$ cat src/rtl/sag_pkg.sv
package sag_pkg;
  // absolute value of a sign-extended sample
  function automatic int mag_of(int s);
    return (s < 0) ? -s : s;
  endfunction

  // polarity change with a dead band of +/-h around zero
  function automatic logic crosses(logic pol, int s, int h);
    return pol ? (s < -h) : (s > h);
  endfunction

  // next value of the consecutive-low counter
  function automatic int count_step(int c, int cmax, logic low);
    if (!low) return 0;
    return (c >= cmax) ? cmax : c + 1;
  endfunction

  // count has reached the qualifying duration (0 treated as 1)
  function automatic logic reached(int c, int target);
    return c >= ((target < 1) ? 1 : target);
  endfunction
endpackage

$ cat src/rtl/sag_polarity.sv
module sag_polarity #(
  parameter int W    = 16,
  parameter int HYST = 0
) (
  input  logic                clk,
  input  logic                rst_n,
  input  logic                smp_valid,
  input  logic signed [W-1:0] smp_data,
  output logic                pol,
  output logic                xing
);
  import sag_pkg::*;

  assign xing = smp_valid && crosses(pol, int'(smp_data), HYST);

  always_ff @(posedge clk or negedge rst_n) begin
    if (!rst_n)    pol <= 1'b0;
    else if (xing) pol <= ~pol;
  end
endmodule

$ cat src/rtl/sag_peak.sv
module sag_peak #(
  parameter int W = 16
) (
  input  logic         clk,
  input  logic         rst_n,
  input  logic         smp_valid,
  input  logic         xing,
  input  logic [W-1:0] mag,
  output logic [W-1:0] peak
);
  always_ff @(posedge clk or negedge rst_n) begin
    if (!rst_n)
      peak <= '0;
    else if (smp_valid) begin
      if (xing)            peak <= mag;
      else if (mag > peak) peak <= mag;
    end
  end
endmodule

$ cat src/rtl/sag_qualify.sv
module sag_qualify #(
  parameter int W  = 16,
  parameter int CW = 8
) (
  input  logic          clk,
  input  logic          rst_n,
  input  logic          xing,
  input  logic [W-1:0]  peak,
  input  logic [W-1:0]  sag_level,
  input  logic [CW-1:0] sag_cycles,
  output logic          low_hc,
  output logic [CW-1:0] cnt,
  output logic          sag_n
);
  import sag_pkg::*;
  localparam int CMAX = (1 << CW) - 1;

  int cnt_nxt;

  assign low_hc = peak < sag_level;

  always_comb cnt_nxt = count_step(int'(cnt), CMAX, low_hc);

  always_ff @(posedge clk or negedge rst_n) begin
    if (!rst_n) begin
      cnt   <= '0;
      sag_n <= 1'b1;
    end else if (xing) begin
      cnt   <= CW'(cnt_nxt);
      sag_n <= !(low_hc && reached(cnt_nxt, int'(sag_cycles)));
    end
  end
endmodule

$ cat src/rtl/sag_detector.sv
module sag_detector #(
  parameter int W    = 16,
  parameter int CW   = 8,
  parameter int HYST = 0
) (
  input  logic                clk,
  input  logic                rst_n,
  input  logic                smp_valid,
  input  logic signed [W-1:0] smp_data,
  input  logic [W-1:0]        sag_level,
  input  logic [CW-1:0]       sag_cycles,
  output logic                zx,
  output logic                sag_n
);
  import sag_pkg::*;

  logic          xing;     // crossing accepted this cycle
  logic [W-1:0]  mag;      // magnitude of current sample
  logic [W-1:0]  hc_peak;  // running peak; closed-half-cycle peak when xing
  logic          low_hc;   // closing half cycle is below level
  logic [CW-1:0] cnt;      // consecutive low half cycles

  assign mag = W'(mag_of(int'(smp_data)));

  sag_polarity #(.W(W), .HYST(HYST)) u_pol (
    .clk(clk), .rst_n(rst_n), .smp_valid(smp_valid), .smp_data(smp_data),
    .pol(zx), .xing(xing)
  );

  sag_peak #(.W(W)) u_peak (
    .clk(clk), .rst_n(rst_n), .smp_valid(smp_valid), .xing(xing),
    .mag(mag), .peak(hc_peak)
  );

  sag_qualify #(.W(W), .CW(CW)) u_qual (
    .clk(clk), .rst_n(rst_n), .xing(xing), .peak(hc_peak),
    .sag_level(sag_level), .sag_cycles(sag_cycles),
    .low_hc(low_hc), .cnt(cnt), .sag_n(sag_n)
  );
endmodule

$ cat config.mk
export PLATFORM = sky130hd
export DESIGN_NAME = sag_detector
export DESIGN_NICKNAME = d
export VERILOG_FILES = /design/src/rtl/sag_pkg.sv /design/src/rtl/sag_polarity.sv /design/src/rtl/sag_peak.sv /design/src/rtl/sag_qualify.sv /design/src/rtl/sag_detector.sv
export SDC_FILE = /design/constraint.sdc
export NUM_CORES = 1
export LEC_CHECK = 0
export ABC_AREA = 1
export CAP_MARGIN = 20
export CORE_UTILIZATION = 27
export CTS_CLUSTER_SIZE = 14
export DETAILED_ROUTE_END_ITERATION = 10
export PLACE_DENSITY = 0.49
export SYNTH_ARGS = -nofsm -noshare
export SYNTH_HDL_FRONTEND = slang
export SYNTH_SLANG_ARGS = --single-unit
$ cat constraint.sdc
create_clock -name clk -period 3.6 [get_ports clk]
set_clock_uncertainty 0.05 [all_clocks]
set_input_delay 0.54 -clock clk [delete_from_list [all_inputs] [get_ports clk]]
set_output_delay 0.54 -clock clk [all_outputs]
set_load 0.1 [all_outputs]
==> impl_metrics.ini <==
[timing]
max_slew.worst_pin.slew_ns = 0.961
fin_crit_sh = 0.878
tns_ns = 0
max_freq_mhz = 316
period_minus_slack_ns = 3.16
setup_viol = 0
hold_viol = 0
max_slew_margin = 0.357
slew_violations = 0
rsz0062_at_grt = false

[synth]
synth_area_leaders = dfrtp_1, ha_1, nand2_1, inv_1, nand3_1
synthTopCellsByCount = nand2_1, inv_1, ha_1, nand3_1, nor2_1
yosysTopAreaCell = dfrtp_1
synth_nets = 492
synth_area_per_cell_um2 = 6.72
async_flop_share = 1.00
yosysUniqueCellTypes = 32
synth_top_area_share = 0.228
synth_edf_count = 0
postSynthCellCount = 408
netlist_area_mm2 = 0.00274
synth_seq_area_share = 0.238
synth_ff_type = dfrtp_1
yosysMostFrequentCell = nand2_1
ys_warn_count = 0
synth-seq-cells = 26

[worst_setup_path]
slowest_stage = clkdlybuf4s50_1
worstSetupStartpointType = primary input
rr_startpoint = u_qual.cnt[0]
end_kind = flip-flop
arrival_ns = 3.28
cpMostUsedCell = nand2_1
cp_top_family = simple AND/OR/NAND/NOR gates
setup.worst_path.start = smp_data[0]
cp_max_fo = 16
crit_required_ns = 3.72
timing.critical_path.buf_inv = 2
crit_chain = clkdlybuf4s50_1, inv_1, ha_1, nand3_4, nor2_4, nand2_1, nand2_1, nand2_1, xor2_1, ha_1, nand2_1, nor2_1, nand2_1, o21a_1, nand2_4, nand2_4, nand2_1, nand2_1
cpPeakStageDelay_ns = 0.43
path_class = in -> reg

[clocking]
cts_hold_buf = 0
tritoncts = yes
insertion_delay_ns = 0.27
cts_buffers = 3
root_buffer = clkbuf_8
postCtsSetupBuffers = 0
cts.htree.levels = 1
clockBufferDepth = 2
cts_resized = 0
clock-sinks = 26
path_clk_slew_ns = 0.09

[power_and_ir_drop]
leakagePower_uw = 0.00190
ir_worst_vdd_mv = 0.254
power_uw = 1740
p_per_area_mw_per_mm2 = 510

[layout]
drive_gt1_frac = 0.0531
multiInputGateArea_mm2 = 0.00174
syn_to_final_growth_pct = 24.0
final_util = 0.346
diodes = 0
seq_area_um2 = 652
fill_cells = 1095
final_nets = 537

[floorplan]
core_mm2 = 0.00982
io_pins = 45
die_height_um = 103
die_x_um = 103
row_count = 36
start_util = 0.279
die-area_mm2 = 0.0106

[routing]
drc = 0
final_antenna_net_count = 0
viasPerCell = 4.31
vias = 2520
routedWlPerCell_um = 10.8
firstDrtPassIters = 4
drt_iter0_drc = 65
finalWirelength_um = 6340

[placement]
dp_hpwl_um = 5240
gp_congestion = 0.815
io_buffer_count = 44

[hold_path]
hp-class = reg -> reg
hold_start = u_qual.sag_n

[global_route]
grt_use_total = 0.131
overflow = 0
grt_pass1_wl_um = 10900
grt_antenna_before_repair = 0
grt_max_degree = 27
grt_pass1_vias = 2409

[run_status]
status = finished, final reports clean

[run]
maxCapViolCount = 0
-- state kept, by name, indices dropped and copies added (netlist names) --
signal and flops:
u_qual.sag_n 1, u_peak.peak 16, u_pol.pol 1, u_qual.cnt 8
-- logic make-up after synthesis --
logic type                 Yosys count  share of synthesized area
and+or+nand+nor                    208                      0.335
buffers and inverters               86                      0.128
adders and majority gates           41                      0.187
AOI/OAI and AO/OA                   32                     0.0643
DFF                                 26                      0.238
xor gates and xnor gates            15                     0.0479
-- layout by cell type, fill, tap and decap left out, types with 2 or more instances in the layout --
cell / synthesis / final
nand2_1: 121 / 121
xnor2_1: 3 / 3
clkdlybuf4s50_1: 0 / 44
clkbuf_8: 0 / 3
nor2_1: 26 / 26
xor2_1: 12 / 12
nand3_1: 33 / 33
o21ai_0: 7 / 7
ha_1: 41 / 41
buf_4: 3 / 5
nor3_1: 3 / 3
inv_1: 73 / 73
nor2_2: 2 / 2
nand2_4: 2 / 2
nand2_2: 2 / 2
inv_2: 3 / 3
a21oi_1: 20 / 20
dfrtp_1: 25 / 25
nand4_1: 14 / 14
-- metal layers --
| layer | wire (um) | track usage | vias up |
|---|---|---|---|
| li1 | - | - | 1380 |
| met1 | 3170 | 0.173 | 1113 |
| met2 | 3020 | 0.234 | 21 |
| met3 | 104 | 0.0142 | 6 |
| met4 | 49 | 0.0228 | 0 |
| met5 | 0 | 0 | - |
-- report_power, final --
part / switching (uW) / total [uW] / internal [uW]
registers: 112 / 514 / 402
logic: 587 / 974 / 387
clock network: 98.3 / 247 / 149
-- worst reg2reg max path, delay by kind of cell (launching register included) --
family | cells | cell delay [ns]
compound gates | 1 | 0.15
fa+ha+maj | 2 | 0.46
buf+inv | 2 | 0.10
flops | 1 | 0.41
simple gates | 12 | 1.54
-- worst paths after layout --
check | slack (ns) | to | depth (start not counted)
hold / removal | 0.46 | u_qual.sag_n | 2
setup / recovery | 0.44 | u_peak.peak[8] | 18
hold reg to reg | 0.46 | u_qual.sag_n | 2
setup reg to reg | 0.84 | u_qual.sag_n | 17
max in group asynchronous | 2.61 | u_qual.sag_n | 2
min in group asynchronous | 0.57 | u_pol.pol | 2
-- cell type report --
class,count,area share
repair buffers,49,0.141
well taps,133,0.0489
clock inverters,1,0.00883
flip-flops and latches,26,0.192
multi-input cells,296,0.511
clock buffers,3,0.0121
inverters,77,0.0865
-- stage by stage --
step | std cells | area, um2 | setup slack, ns | hold slack [ns]
after floorplan | 408 | 2740 | 0.916 | 0.194
after global placement | 581 | 3330 | 0.182 | 0.444
after detailed placement | 581 | 3330 | 0.112 | 0.449
after CTS | 585 | 3400 | 0.420 | 0.464
after global routing | 585 | 3400 | 0.143 | 0.505
final | 585 | 3400 | 0.439 | 0.459
Power figures use the tool's default switching activity.
